File: src/rtl/rxgate_pkg.sv
package rxgate_pkg;
    typedef enum logic [1:0] {
        ST_IDLE = 2'd0,
        ST_WAIT = 2'd1,
        ST_RUN  = 2'd2
    } gate_st_e;
endpackage

File: src/rtl/rxg_span_end.sv
// Flags the final bit position of a map entry's span.
module rxg_span_end #(
    parameter int CNT_W   = 6,
    parameter int BYTE_LG = 3,
    localparam int POS_W  = CNT_W + BYTE_LG
) (
    input  logic             unit_bytes,
    input  logic [CNT_W-1:0] count,
    input  logic [POS_W-1:0] pos,
    output logic             last_bit
);
    logic [POS_W-1:0] cnt_ext;
    logic [POS_W-1:0] span_m1;

    always_comb begin
        cnt_ext = POS_W'(count);
        if (unit_bytes) begin
            span_m1 = ((cnt_ext + POS_W'(1)) << BYTE_LG) - POS_W'(1);
        end else begin
            span_m1 = cnt_ext;
        end
        last_bit = (pos == span_m1);
    end
endmodule

File: src/rtl/rxg_map.sv
// Run-length acceptance map: one write port, one combinational read port.
module rxg_map #(
    parameter int ENTRIES = 16,
    parameter int EW      = 8,
    localparam int IDX_W  = $clog2(ENTRIES)
) (
    input  logic             clk,
    input  logic             rst_n,
    input  logic             we,
    input  logic [IDX_W-1:0] waddr,
    input  logic [EW-1:0]    wdata,
    input  logic [IDX_W-1:0] raddr,
    output logic [EW-1:0]    rdata
);
    logic [EW-1:0] ents [ENTRIES];

    for (genvar i = 0; i < ENTRIES; i++) begin : g_ent
        logic [EW-1:0] ent_d, ent_q;

        always_comb begin
            ent_d = ent_q;
            if (we && (waddr == IDX_W'(i))) begin
                ent_d = wdata;
            end
        end

        always_ff @(posedge clk or negedge rst_n) begin
            if (!rst_n) begin
                ent_q <= '0;
            end else begin
                ent_q <= ent_d;
            end
        end

        assign ents[i] = ent_q;
    end

    assign rdata = ents[raddr];

    // a written entry holds the written value on the next cycle
    p_map_write_r1: assert property (@(posedge clk) disable iff (!rst_n)
        we |=> (ents[$past(waddr)] == $past(wdata)));
endmodule

File: src/rtl/rx_bit_gate.sv
module rx_bit_gate #(
    parameter int ENTRIES     = 16,
    parameter int CNT_W       = 6,
    parameter int DLY_W       = 4,
    parameter int BYTE_LG     = 3,
    parameter bit SAMPLE_FALL = 1'b0,
    localparam int IDX_W      = $clog2(ENTRIES),
    localparam int EW         = CNT_W + 2,
    localparam int POS_W      = CNT_W + BYTE_LG
) (
    input  logic             clk,
    input  logic             rst_n,
    input  logic             ser_din,
    input  logic             ser_sync,
    input  logic             cfg_sync_high,
    input  logic [DLY_W-1:0] cfg_delay,
    input  logic [IDX_W-1:0] cfg_last,
    input  logic             cfg_we,
    input  logic [IDX_W-1:0] cfg_addr,
    input  logic [EW-1:0]    cfg_wdata,
    output logic             acc_valid,
    output logic             acc_data,
    output logic             frame_end
);
    import rxgate_pkg::*;

    typedef struct packed {
        gate_st_e         st;
        logic [DLY_W-1:0] rem;
        logic [IDX_W-1:0] ent;
        logic [POS_W-1:0] pos;
        logic             act_prev;
        logic             vld;
        logic             dat;
        logic             eof;
    } ctl_t;

    ctl_t ctl_d, ctl_q;

    // ---------------- input sampling edge ----------------
    logic din_s, sync_s;

    if (SAMPLE_FALL) begin : g_fall
        logic din_q, sync_q;
        always_ff @(negedge clk or negedge rst_n) begin
            if (!rst_n) begin
                din_q  <= 1'b0;
                sync_q <= 1'b0;
            end else begin
                din_q  <= ser_din;
                sync_q <= ser_sync;
            end
        end
        assign din_s  = din_q;
        assign sync_s = sync_q;
    end else begin : g_rise
        assign din_s  = ser_din;
        assign sync_s = ser_sync;
    end

    // ---------------- map and span decode ----------------
    logic [IDX_W-1:0] use_ent;
    logic [POS_W-1:0] use_pos;
    logic [EW-1:0]    ent_rd;
    logic             ent_accept, ent_bytes, span_last;
    logic [CNT_W-1:0] ent_count;

    rxg_map #(.ENTRIES(ENTRIES), .EW(EW)) u_map (
        .clk   (clk),
        .rst_n (rst_n),
        .we    (cfg_we),
        .waddr (cfg_addr),
        .wdata (cfg_wdata),
        .raddr (use_ent),
        .rdata (ent_rd)
    );

    assign ent_accept = ent_rd[EW-1];
    assign ent_bytes  = ent_rd[EW-2];
    assign ent_count  = ent_rd[CNT_W-1:0];

    rxg_span_end #(.CNT_W(CNT_W), .BYTE_LG(BYTE_LG)) u_span (
        .unit_bytes (ent_bytes),
        .count      (ent_count),
        .pos        (use_pos),
        .last_bit   (span_last)
    );

    // ---------------- sequencer ----------------
    logic sync_act, sync_evt, run_now;

    always_comb begin
        ctl_d     = ctl_q;
        ctl_d.vld = 1'b0;
        ctl_d.dat = 1'b0;
        ctl_d.eof = 1'b0;

        sync_act       = (sync_s == cfg_sync_high);
        sync_evt       = sync_act && !ctl_q.act_prev;
        ctl_d.act_prev = sync_act;

        run_now = 1'b0;
        use_ent = ctl_q.ent;
        use_pos = ctl_q.pos;

        if (sync_evt) begin
            if (cfg_delay == '0) begin
                run_now = 1'b1;
                use_ent = '0;
                use_pos = '0;
            end else begin
                ctl_d.st  = ST_WAIT;
                ctl_d.rem = cfg_delay - DLY_W'(1);
            end
        end else begin
            unique case (ctl_q.st)
                ST_WAIT: begin
                    if (ctl_q.rem == '0) begin
                        run_now = 1'b1;
                        use_ent = '0;
                        use_pos = '0;
                    end else begin
                        ctl_d.rem = ctl_q.rem - DLY_W'(1);
                    end
                end
                ST_RUN:  run_now = 1'b1;
                default: ;
            endcase
        end

        if (run_now) begin
            ctl_d.vld = ent_accept;
            ctl_d.dat = ent_accept & din_s;
            if (span_last) begin
                ctl_d.pos = '0;
                if (use_ent == cfg_last) begin
                    ctl_d.st  = ST_IDLE;
                    ctl_d.ent = '0;
                    ctl_d.eof = 1'b1;
                end else begin
                    ctl_d.st  = ST_RUN;
                    ctl_d.ent = use_ent + IDX_W'(1);
                end
            end else begin
                ctl_d.st  = ST_RUN;
                ctl_d.ent = use_ent;
                ctl_d.pos = use_pos + POS_W'(1);
            end
        end
    end

    always_ff @(posedge clk or negedge rst_n) begin
        if (!rst_n) begin
            ctl_q <= '0;
        end else begin
            ctl_q <= ctl_d;
        end
    end

    assign acc_valid = ctl_q.vld;
    assign acc_data  = ctl_q.dat;
    assign frame_end = ctl_q.eof;

    // ---------------- assertions ----------------
    // with no frame active and no sync, nothing is accepted
    p_idle_quiet_r8: assert property (@(posedge clk) disable iff (!rst_n)
        (ctl_q.st == ST_IDLE && !sync_evt) |=> !acc_valid);

    // the end pulse leaves the sequencer idle
    p_eof_idle_r8: assert property (@(posedge clk) disable iff (!rst_n)
        frame_end |-> (ctl_q.st == ST_IDLE));

    // bits inside the delay window are rejected
    p_wait_quiet_r4: assert property (@(posedge clk) disable iff (!rst_n)
        (ctl_q.st == ST_WAIT && ctl_q.rem != '0 && !sync_evt) |=> !acc_valid);

    // a sync with nonzero delay drops the bit and ends no frame
    p_sync_restart_r9: assert property (@(posedge clk) disable iff (!rst_n)
        (sync_evt && cfg_delay != '0) |=> (!acc_valid && !frame_end));

    // an accepted bit carries the sampled data
    p_data_pass_r7: assert property (@(posedge clk) disable iff (!rst_n)
        acc_valid |-> (acc_data == $past(din_s)));

    // rejected bits never show data
    p_data_gated_r7: assert property (@(posedge clk) disable iff (!rst_n)
        !acc_valid |-> !acc_data);

    // an active level already seen cannot raise a new event
    p_level_once_r11: assert property (@(posedge clk) disable iff (!rst_n)
        (sync_act && $past(sync_act) && $past(cfg_sync_high) == cfg_sync_high
         && $past(rst_n)) |-> !sync_evt);
endmodule

File: config.mk
export PLATFORM = sky130hd
export DESIGN_NAME = rx_bit_gate
export DESIGN_NICKNAME = d
export VERILOG_FILES = /design/src/rtl/rxgate_pkg.sv /design/src/rtl/rxg_span_end.sv /design/src/rtl/rxg_map.sv /design/src/rtl/rx_bit_gate.sv
export SDC_FILE = /design/constraint.sdc
export NUM_CORES = 1
export LEC_CHECK = 0
export BUFFER_PORTS_ARGS = -buffer_cell sky130_fd_sc_hd__clkbuf_2
export CORE_ASPECT_RATIO = 1.4
export CORE_UTILIZATION = 44
export CTS_CLUSTER_DIAMETER = 50
export DETAILED_ROUTE_END_ITERATION = 16
export PLACE_DENSITY_LB_ADDON = 0.15
export SLEW_MARGIN = 20
export SYNTH_ARGS = -nofsm -noshare
export SYNTH_HDL_FRONTEND = slang
export SYNTH_SLANG_ARGS = --single-unit
File: constraint.sdc
create_clock -name clk -period 4 [get_ports clk]
set_clock_uncertainty 0.1 [all_clocks]
set_input_delay 0.8 -clock clk [delete_from_list [all_inputs] [get_ports clk]]
set_output_delay 0.8 -clock clk [all_outputs]
set_load 0.01 [all_outputs]
Word level (Yosys, flattened, before mapping) --
Index checks and enable logic that the tools add are counted.
Storage, ports and cells: register bits after elaboration 151, input bits 26, word-level logic and storage cells 110
Operators by class: $add $sub $neg 6, order comparisons 1, eq/ne operators 23, mux-type cells 29, bitwise operators 2, reductions and logical operators 25
Operators with widths (count):
- 9-bit two-way mux | 5
- 8-bit binary-select mux with 4-bit select | 1
- 4-bit == test (second input constant) | 8
- 4-bit two-way mux | 8
- 1-bit logical AND | 17
- 4-bit by 3-bit == test with 1-bit output (second input constant) | 4
- 8-bit two-way mux | 2
- 13-bit two-way mux | 1
- 4-bit zero test | 3
- 9-bit by 1-bit adder with 9-bit output (second input constant) | 1
- 9-bit == test | 1
- 9-bit by 1-bit subtractor with 9-bit output (second input constant) | 1
- 4-bit by 2-bit == test with 1-bit output (second input constant) | 2
- 2-bit two-way mux | 4
- 4-bit by 1-bit subtractor with 4-bit output (second input constant) | 2
- 6-bit by 1-bit adder with 6-bit output (second input constant) | 1
- 6-bit two-way mux | 1
- 2-bit != test (second input constant) | 3
- 5-bit >= comparator (second input constant) | 1
- 1-bit two-way mux | 5
- 4-bit NOT with 5-bit output | 1
- 4-bit by 1-bit adder with 4-bit output (second input constant) | 1
- 4-bit by 1-bit == test with 1-bit output (second input constant) | 1
- 4-bit == test | 1
- 10 further kinds | 11

Logic depth before layout (Yosys ltp) --
Gate-level depths: netlist (run 1).
word-level depth 14, depth in mapped cells 19

Modules after synthesis --
A second synthesis (run 1) with hierarchy kept.
Unflattened totals: cells, all modules 587, area total of the unflattened synthesis 7731.2 um^2
By module, submodules not included:
- rxg_map | times used 1, cells an instance 364, area each 5796.8 um^2, seq. area each 3203.1 um^2
- rx_bit_gate | times used 1, cells an instance 161, area each 1487.7 um^2, seq. area each 575.6 um^2
- rxg_span_end | times used 1, cells an instance 62, area each 446.7 um^2, seq. area each 0.0 um^2

Worst setup path after synthesis (run 1) --
No wires, ideal clock.
path type in2reg, from in cfg_delay[1], to reg ctl_q[13] (netlist name), setup time 0.087 ns, arrival 4.615 ns, path slack -0.801 ns, stages 16, path buffers 1, path through or4_4 > nor3_4 > buf_2 > o31ai_1 > o21ai_0 > and2_1 > ha_1 > inv_1 > a311oi_2 > o22a_1 > mux2i_1 > a311oi_1 > or4b_1 > a211o_1 > or4b_1 > o211ai_1
On the way: word-level cells in the longest chain between the ends 12, elaborated cells on any way between the ends 19
RTL lines:
- start: declaration | line rx_bit_gate.sv:16 | input logic [DLY_W-1:0] cfg_delay,
- 4-bit zero test * | line rx_bit_gate.sv:107 | if (cfg_delay == '0) begin
- 4-bit two-way mux | line rx_bit_gate.sv:107
- 4-bit two-way mux | line rx_bit_gate.sv:106 | if (sync_evt) begin
- 4-bit NOT with 5-bit output (implied by the code) | line rxg_map.sv:38 | assign rdata = ents[raddr];
- 8-bit binary-select mux with 4-bit select | line rxg_map.sv:38
- 8-bit two-way mux (implied by the code) (2 in a row) | line rxg_map.sv:38
- 6-bit by 1-bit adder with 6-bit output | line rxg_span_end.sv:18 | span_m1 = ((cnt_ext + POS_W'(1)) << BYTE_LG) - POS_W'(1);
- 9-bit by 1-bit subtractor with 9-bit output | line rxg_span_end.sv:18
- 9-bit two-way mux | line rxg_span_end.sv:17 | if (unit_bytes) begin
- 9-bit == test | line rxg_span_end.sv:22 | last_bit = (pos == span_m1);
- 13-bit two-way mux | line rx_bit_gate.sv:134 | if (span_last) begin
- end signal: assignment | line rx_bit_gate.sv:156 | ctl_q <= ctl_d;
- end: declaration | line rx_bit_gate.sv:38 | ctl_t ctl_d, ctl_q;
Mark *: on every way between the ends. The rest lies on a longest branch, timed or not. The select of a mux whose other input is x is not followed. A chain may end at the register's enable or synchronous reset.

Final worst setup path (run 1) --
from in cfg_delay[2], to reg ctl_q[13] (netlist name)
Same word-level chain as after synthesis.

==> results of run 1 <==
[worst paths after layout]
| kind | from | endpoint | cells past startpoint |
|---|---|---|---|
| max in group asynchronous | rst_n | u_map.g_ent[6].ent_q[7] | 2 |
| hold reg to reg | u_map.g_ent[12].ent_q[3] | u_map.g_ent[12].ent_q[3] | 1 |
| setup reg to reg | ctl_q[13] | ctl_q[13] | 14 |
| setup / recovery | cfg_delay[2] | ctl_q[13] | 14 |
| min in group clk | u_map.g_ent[12].ent_q[3] | u_map.g_ent[12].ent_q[3] | 1 |
| hold / removal | rst_n | ctl_q[19] | 1 |
[cell usage after synthesis (5+ instances only)]
cell / n / area, µm²
inv_1: 20 / 75.1
nor2_1: 36 / 135
clkbuf_1: 25 / 93.8
dfrtp_1: 151 / 3780
mux2i_1: 22 / 220
o211ai_1: 8 / 60.1
nand2b_1: 9 / 56.3
a21oi_1: 21 / 105
a211oi_1: 6 / 45.0
xnor2_1: 12 / 105
a31oi_1: 8 / 50.1
nor3_1: 15 / 75.1
nor2b_1: 5 / 31.3
buf_1: 5 / 18.8
mux2_2: 134 / 1510
o31ai_1: 5 / 37.5
nand2_1: 61 / 229
mux4_2: 11 / 248
nor4_1: 6 / 37.5
a221oi_1: 5 / 43.8
buf_2: 14 / 70.1
ha_1: 6 / 75.1
nand4_1: 6 / 37.5
nand3_1: 21 / 105
o21ai_0: 23 / 115
or3_1: 8 / 50.1
nor3b_1: 5 / 37.5
[cells by family (layout without fill, tap and decap cells)]
family / count (synthesis) / in the layout / synth area share (%)
simple gates: 200 / 200 / 12.6
mux: 167 / 167 / 23.8
flops: 151 / 151 / 45.5
compound gates: 134 / 134 / 12.0
buf+inv: 70 / 239 / 3.60
xor+xnor: 14 / 14 / 1.57
fa+ha+maj: 6 / 6 / 0.903
[critical path, cell delays in order]
cell      delay, ns
buf_6          0.09
or4_4          0.56
buf_4          0.17
o31ai_4        0.22
o21ai_2        0.10
a311oi_2       0.38
a211oi_4       0.12
or4_4          0.55
a21oi_2        0.15
o31ai_1        0.10
or4b_4         0.53
a211o_4        0.31
or4b_1         0.51
o211ai_1       0.09
[flip-flops by register name, indices dropped and copies added (netlist names)]
name               count
u_map.g_ent.ent_q    128
acc_valid              1
ctl_q                 20
acc_data               1
frame_end              1
[stage by stage]
step	setup TNS, ns	total power (W)	instance area [µm²]	cells
final	-4.17	0.00569	10600	1155
after global routing	-5.72	0.00599	10600	1155
after detailed placement	-12.82	0.00393	9630	1097
after global placement	-11.13	0.00386	9630	1097
after floorplan	-6.99	0.00318	8330	742
after CTS	-4.45	0.00563	10500	1147
[layer usage]
metal  vias up  GRT usage (%)  share of wire [%]  wire length (µm)
li1       3088              -                  -                 -
met1      3438           32.0                 40             10300
met2       183           49.3                 52             13200
met3        65           4.73                3.9               994
met4         0           12.2                3.8               958
met5         -              0                  0                 0
[power by group through the flow]
stage                     logic (W)  registers [W]  clock network (W)
after detailed placement    0.00179        0.00214                  0
after CTS                   0.00189        0.00212            0.00162
after floorplan             0.00113        0.00205                  0
after global routing        0.00214        0.00217            0.00168
final                       0.00197        0.00212            0.00160
after global placement      0.00174        0.00211                  0
[cell type report]
class	instances	area [µm²]
inverters	23	92.6
clock inverters	11	113
flip-flops and latches	151	3780
multi-input cells	521	4460
clock buffers	21	470
well taps	244	305
fillers	1578	7890
repair buffers	184	1420
[repair_timing]
action,in CTS,in global routing
setup endpoints to repair,15,15
gates cloned,1,0
resized for setup,31,23
hold endpoints to repair,0,0
buffers inserted,17,10
pin swaps,22,24
[layout by cell type (no fill, tap or decap), drive strengths merged, types with 4 or more instances in the layout]
cell	synthesis	layout
mux4	11	11
o31ai	6	6
mux2	134	134
clkinvlp	0	4
nand2b	9	9
nor4	8	8
buf	22	158
nand2	62	62
nand3	21	21
ha	6	6
dfrtp	151	151
a221oi	5	5
a21oi	21	21
nor2b	5	5
clkbuf	25	47
mux2i	22	22
nor3	18	18
or3	8	8
a311oi	6	6
xnor2	12	12
a31oi	9	9
nand4	6	6
a211oi	7	7
nor3b	5	5
o21ai	23	23
o211ai	9	9
nor2	36	36
o22ai	4	4
inv	21	26
==> results.cfg, run 1 <==
[outcome]
outcome = finished with violations
violations = setup timing

[timing]
fin_ws_ns = -0.437
tightestPinTransition_ns = 1.04
finalHoldViolations = 0
rsz0062_at_grt = true
slew_viol_final = 0
maxClockFrequency_mhz = 225
whs_ns = 0.356
finalCritPeriodShare_pct = 111
finalSetupViolCount = 15
relSlewSlack_pct = 30.3
finalCriticalPeriod_ns = 4.44

[yosys]
synth_seq_cells = 151
synth_edf_count = 0
ys_seq_area_share_pct = 45.5
syn_nets = 774
synth_cells = 742
netlist_area_um2 = 8310
synth-main-ff-cell = dfrtp_1
ys_types = 79
synth_area_per_cell_um2 = 11.2
synthArstFlopShare_pct = 100
yosys_warnings = 0

[clocking]
clk_pin_slew_worst_paths_ns = 0.06
cts.sinks = 151
holdBufCountCts = 0
cts_tree = done
htree_levels = 4
cts_inserted_buffers = 17
clk_root_buffer_cell = clkbuf_16
clock_latency_ns = 0.43
cts_buffer_depth = 2

[finish]
drive_above_1_share_pct = 44.8
utilization_pct = 57.4
nets = 930
area_delta_synth_final_pct = 28.1
n_antenna_cell = 0

[critical_path]
crit_required_ns = 4.24
crit_path_max_fanout = 6
reg2reg_slack_ns = -0.42
crit_path_end_kind = flop
start_kind = input port
worstPathArrival_ns = 4.68
path_class = in -> reg

[global_route]
grt_overflow = 0
grt_antenna_before_repair = 0
grt_pass1_vias = 7107
grt_max_degree = 93
grt.total_usage_pct = 27.4
grt_pass1_wl_um = 39800

[detailed_routing]
vias_per_cell = 5.86
post_drt_wl_per_cell_um = 22.0
routed_wirelength_um = 25400
drtIter0Drc = 444
drc = 0
dr.pass1.iters = 5
antenna_left = 0
vias = 6774

[floorplanning]
num_rows = 59
start_util_pct = 44.8
die_h_um = 165
die_w_um = 118
core_um2 = 18500
dieArea_um2 = 19400
io_pins = 29

[power_and_ir_drop]
pwr-share-clk_pct = 28.0
p_switching_w = 0.00185
intPower_w = 0.00384
p_sw_share_pct = 32.6
ir_drop_mv = 0.316
power_frac_seq_pct = 37.3
combPwrFrac_pct = 34.6
p_leak_nw = 4.72
powerDensity_nw_per_um2 = 535

[placement]
hpwl_um = 18400
port_buffers = 28
gp_congestion = 0.927
pre_cts_ws_ns = -0.957

[flow_run]
cap_violations = 0

[min_path]
hold_path_class = in -> async
Power figures use the tool's default switching activity.
==> run 2: changes to the inputs <==
CORE_ASPECT_RATIO = unset   (was 1.4)
==> run 2 against run 1 <==
  * The flow still finishes with violations (setup timing)
  * Design area is 1.3% lower
  * Via count hardly changed
  * Total power is 1.7% lower
  * Global-route usage is 1.1 points lower
  * Count of clock-buffer cells in the layout is 4 lower
  * Combinational power is 6% lower
  * Critical path depth is 4 higher
  * Critical path type unchanged
  * Highest routed layer unchanged
==> results.cfg, run 2 (synthesized netlist as in run 1, its figures left out) <==
[floorplanning]
num_rows = 49
die_h_um = 139
dieArea_um2 = 19400
die_w_um = 139
core_um2 = 18200
start_util_pct = 45.6
io_pins = 29

[clocking]
htree_levels = 4
cts_buffer_depth = 2
clk_root_buffer_cell = clkbuf_16
cts_tree = done
clk_pin_slew_worst_paths_ns = 0.08
cts_inserted_buffers = 17
clock_latency_ns = 0.44
cts.sinks = 151

[outcome]
outcome = finished with violations
violations = setup timing

[critical_path]
crit_slowest_cell = or4b_4
path_buf_inv = 5
r2r-start = ctl_q[14]
crit_path_frequent_cell = buf_4
path_class = in -> reg
crit_required_ns = 4.25
crit_path_max_fanout = 5
reg2reg_depth = 15
crit_path_end_kind = flop
cp-endpoint = ctl_q[13]
reg2reg_slack_ns = -0.43
cp.depth = 18
cpPeakStageDelay_ns = 0.52
worstPathArrival_ns = 4.69
critPathLaunch = cfg_delay[0]
worstPathCellList = clkbuf_2 -> buf_4 -> nor4_2 -> buf_4 -> a31oi_2 -> a211o_1 -> nand4_1 -> and2_4 -> ha_4 -> inv_4 -> a311oi_4 -> buf_4 -> xnor2_2 -> a311oi_1 -> or4b_4 -> a211o_4 -> or4b_1 -> o211ai_1
cp_top_family = simple AND/OR/NAND/NOR gates
start_kind = input port
worstReg2RegEnd = ctl_q[13]

[placement]
gp_congestion = 0.980
hpwl_um = 17300
pre_cts_ws_ns = -0.937
port_buffers = 28

[timing]
rsz0062_at_grt = true
fin_tns_setup_ns = -4.19
finalSetupViolCount = 15
fin_ws_ns = -0.447
finalHoldViolations = 0
tightestPinTransition_ns = 1.04
finalCriticalPeriod_ns = 4.45
maxClockFrequency_mhz = 225
slew_viol_final = 0
finalCritPeriodShare_pct = 111
relSlewSlack_pct = 30.2

[finish]
largest_reg_flops = 128
n_antenna_cell = 0
nets = 916
area_delta_synth_final_pct = 26.4
layout_common_cells = 149 x dfrtp_1, 134 x mux2_2, 134 x buf_4, 60 x nand2_1, 35 x nor2_1
largestRegisters = u_map.g_ent.ent_q: 128 flops, ctl_q: 20 flops
layout_commonest_cell = dfrtp_1
top_register = u_map.g_ent.ent_q
drive_above_1_share_pct = 44.0

[detailed_routing]
vias_per_cell = 6.02
post_drt_wl_per_cell_um = 21.7
drtIter0Drc = 506
dr.pass1.iters = 4
vias = 6778
drc = 0
routed_wirelength_um = 24400
antenna_left = 0

[global_route]
grt_overflow = 0
grt_antenna_before_repair = 0
grt_max_degree = 93
grt_pass1_wl_um = 38800
grt_pass1_vias = 6823
grt.total_usage_pct = 26.3

[power_and_ir_drop]
ir_drop_mv = 0.337
powerDensity_nw_per_um2 = 533
p_leak_nw = 4.65

[flow_run]
cap_violations = 0

[min_path]
hold_path_class = in -> async
## run 2: cell types whose count changed in the layout (fill, tap and decap cells not counted), moves of 3 or more
cell | previous run | this run
clkbuf_8 | 3 | 0
o21ai_1 | 6 | 2
inv_8 | 1 | 5
buf_4 | 144 | 134
clkinv_8 | 0 | 3
o21ai_0 | 14 | 20
buf_6 | 8 | 3
clkinvlp_4 | 4 | 1
## run 2: area by class of cell
cell class | instances | area (µm²)
clock buffers | 17 | 425
inverters | 23 | 88.8
fillers | 1537 | 7710
multi-input cells | 521 | 4460
clock inverters | 15 | 173
repair buffers | 170 | 1290
well taps | 229 | 287
flip-flops and latches | 151 | 3780
## run 2: metal layers
metal / up-vias / GRT usage [%] / part of all wire [%]
met4: 0 / 8.01 / 1.8
li1: 3058 / - / -
met3: 45 / 4.20 / 4.7
met5: - / 0 / 0
met2: 232 / 43.6 / 49
met1: 3443 / 35.4 / 44
## run 2: worst reg2reg max path, stage by stage, from the launching register on
cell and delay [ns]:
dfrtp_1 0.52, buf_12 0.21, buf_4 0.15, mux2_2 0.33
a22oi_1 0.21, o2111ai_1 0.22, o32ai_4 0.47, a311oi_4 0.07
buf_4 0.16, a32oi_1 0.18, mux2i_1 0.09, a311oi_1 0.23
or4b_4 0.52, a211o_4 0.31, or4b_1 0.50, o211ai_1 0.10
## run 2: repair_timing
item / in CTS / in global routing
hold buffers: 0 / 0
resized for setup: 23 / 21
setup endpoints to repair: 15 / 15
setup buffers: 8 / 6
pin swaps: 12 / 19
## run 2: metrics by stage
stage / area, µm² / hold WS [ns] / instances / total power [W] / utilization (%)
2_1_floorplan: 8330 / 0.371 / 742 / 0.00318 / -
3_3_place_gp: 9580 / 0.382 / 1081 / 0.00383 / 52.6
3_5_place_dp: 9580 / 0.389 / 1081 / 0.00388 / 52.6
4_1_cts: 10400 / 0.382 / 1120 / 0.00554 / 56.9
5_1_grt: 10500 / 0.414 / 1126 / 0.00589 / 57.7
6_report: 10500 / 0.349 / 1126 / 0.00559 / 57.7
## run 2: worst min path at each step
stage	end	depth (start not counted)	startpoint	slack, ns
finish	ctl_q[18]	1	rst_n	0.35
global route	u_map.g_ent[7].ent_q[2]	1	u_map.g_ent[7].ent_q[2]	0.41
CTS	ctl_q[17]	1	rst_n	0.38
detailed placement	u_map.g_ent[1].ent_q[4]	1	u_map.g_ent[1].ent_q[4]	0.39
global placement	u_map.g_ent[2].ent_q[0]	1	u_map.g_ent[2].ent_q[0]	0.38
floorplan	u_map.g_ent[12].ent_q[2]	1	u_map.g_ent[12].ent_q[2]	0.37
## run 2: power by group
group	total [W]	leakage (nW)	internal, W	switching [W]
clock network	0.00162	0.289	0.000844	0.000772
registers	0.00212	1.83	0.00188	0.000236
logic	0.00186	2.54	0.000964	0.000896
total	0.00559	4.65	0.00369	0.00190
==> run 3: changes to the inputs <==
clock period = 4.6 ns   (was 4 ns; I/O delays follow)
==> run 3 against run 2 <==
  * The run now ends clean
  * Sequential share of layout area is 1.3 points higher
  * Hold slack gained 0.053 ns
  * Combinational power shrank 18%
  * Cell count is 4.1% lower
  * Sequential power shrank 13%
  * Critical endpoint is now ctl_q[8]
  * Largest cell class unchanged
==> results.cfg, run 3 (synthesized netlist as in run 1, its figures left out) <==
[outcome]
outcome = finished clean

[timing]
finalHoldViolations = 0
maxClockFrequency_mhz = 219
fin_tns_setup_ns = 0
finalCriticalPeriod_ns = 4.56
slew_viol_final = 0
rsz0062_at_grt = true
tightestPinTransition_ns = 1.10
finalSetupViolCount = 0
finalCritPeriodShare_pct = 99.1
relSlewSlack_pct = 26.1

[finish]
layout_commonest_cell = dfrtp_1
utilization_pct = 55.6
area_delta_synth_final_pct = 21.8
top_register = u_map.g_ent.ent_q
n_antenna_cell = 0
largestRegisters = u_map.g_ent.ent_q: 128 flops, ctl_q: 20 flops
drive_above_1_share_pct = 40.3
largest_reg_flops = 128
nets = 871
layout_common_cells = 150 x dfrtp_1, 134 x mux2_2, 88 x buf_4, 59 x nand2_1, 34 x nor2_1
stdcell_area_um2 = 10100

[clocking]
clk_root_buffer_cell = clkbuf_16
cts_tree = done
htree_levels = 4
clk_pin_slew_worst_paths_ns = 0.06
cts_inserted_buffers = 17
clock_latency_ns = 0.43
cts_buffer_depth = 2
cts.sinks = 151

[critical_path]
path_class = in -> reg
reg2reg_slack_ns = 0.19
critPathLaunch = cfg_delay[3]
cp.depth = 16
start_kind = input port
reg2reg_depth = 15
crit_slowest_cell = or4_4
crit_path_max_fanout = 12
crit_path_end_kind = flop
worstPathCellList = buf_6 -> or4_4 -> nor3_4 -> clkbuf_16 -> nor3_4 -> a221o_1 -> a211oi_4 -> buf_6 -> nand2_4 -> or4b_4 -> a31oi_1 -> o211ai_1 -> a211o_1 -> buf_4 -> a31o_2 -> o2bb2ai_1
worstReg2RegEnd = ctl_q[8]
r2r-start = ctl_q[13]
worstPathArrival_ns = 4.76
path_buf_inv = 4
crit_required_ns = 4.80
cp_top_family = compound AO/OA/AOI/OAI gates
cpPeakStageDelay_ns = 0.55
cp-endpoint = ctl_q[8]

[global_route]
grt_pass1_vias = 6535
grt.total_usage_pct = 25.6
grt_max_degree = 103
grt_pass1_wl_um = 37500
grt_overflow = 0
grt_antenna_before_repair = 0

[power_and_ir_drop]
p_switching_w = 0.00157
p_sw_share_pct = 33.1
p_total_w = 0.00475
pwr-share-clk_pct = 29.2
combPwrFrac_pct = 31.9
powerDensity_nw_per_um2 = 470
power_frac_seq_pct = 38.9
ir_drop_mv = 0.279
p_leak_nw = 4.42
intPower_w = 0.00318

[detailed_routing]
vias_per_cell = 6.03
routed_wirelength_um = 24200
vias = 6509
dr.pass1.iters = 6
antenna_left = 0
post_drt_wl_per_cell_um = 22.4
drtIter0Drc = 428
drc = 0

[floorplanning]
die_w_um = 139
dieArea_um2 = 19400
die_h_um = 139
num_rows = 49
start_util_pct = 45.6
io_pins = 29
core_um2 = 18200

[min_path]
hold-path-cell-count = 1
hp-start = u_map.g_ent[6].ent_q[2]
hold_path_class = reg -> reg

[placement]
place_area_um2 = 9230
hpwl_um = 16500
gp_congestion = 0.901
port_buffers = 28

[flow_run]
cap_violations = 0
run 3: power groups by stage:
| stage | combinational, W | sequential [W] | clock [W] |
|---|---|---|---|
| 2_1_floorplan | 0.000981 | 0.00179 | 0 |
| 3_5_place_dp | 0.00142 | 0.00186 | 0 |
| 6_report | 0.00152 | 0.00185 | 0.00139 |
| 5_1_grt | 0.00164 | 0.00189 | 0.00147 |
| 4_1_cts | 0.00144 | 0.00184 | 0.00141 |
| 3_3_place_gp | 0.00140 | 0.00185 | 0 |
run 3: routing by layer:
layer	vias to the layer above	wire length [µm]	GRT usage [%]
met5	-	0	0
met4	0	503	7.37
met3	41	1020	4.09
met2	194	11800	42.2
met1	3318	10800	34.9
li1	2956	-	-
run 3: worst min path at each step:
| stage | slack [ns] | end |
|---|---|---|
| after floorplan | 0.37 | u_map.g_ent[12].ent_q[2] |
| after global placement | 0.38 | u_map.g_ent[12].ent_q[0] |
| after detailed placement | 0.39 | u_map.g_ent[12].ent_q[2] |
| after CTS | 0.41 | u_map.g_ent[12].ent_q[2] |
| after global routing | 0.41 | u_map.g_ent[12].ent_q[2] |
| final | 0.40 | u_map.g_ent[6].ent_q[2] |
run 3: repair_timing:
item | in CTS | in global routing
pin swaps | 0 | 25
hold endpoints to repair | 0 | 0
cloned | 0 | 1
resized for setup | 4 | 32
endpoints found under the setup margin | 2 | 15
hold buffers | 0 | 0
buffers inserted | 0 | 14
run 3: worst register-to-register path: stages, from the launching register on:
cell       delay, ns
dfrtp_2         0.42
buf_12          0.17
or2_1           0.33
o32a_1          0.32
a311oi_1        0.38
o32ai_1         0.13
buf_4           0.18
a311oi_4        0.32
o22a_1          0.21
mux2i_1         0.07
a311oi_1        0.26
or4b_4          0.50
a211o_1         0.35
buf_4           0.21
a31o_2          0.24
o2bb2ai_1       0.12
run 3: layout make-up:
type                       count  area [µm²]
multi-input combinational    521        4410
inverter                      23        88.8
sequential                   151        3780
tap                          229         287
fill                        1571        8090
clock buffer                  17         425
clock inverter                14         155
timing repair buffer         125         972
run 3: metrics by stage:
step | hold WS (ns) | instances | worst slack [ns]
after global placement | 0.381 | 1034 | -0.381
after detailed placement | 0.387 | 1034 | -0.455
after global routing | 0.412 | 1080 | -0.0637
after floorplan | 0.371 | 742 | -0.183
final | 0.402 | 1080 | 0.0404
after CTS | 0.405 | 1065 | 0.00545
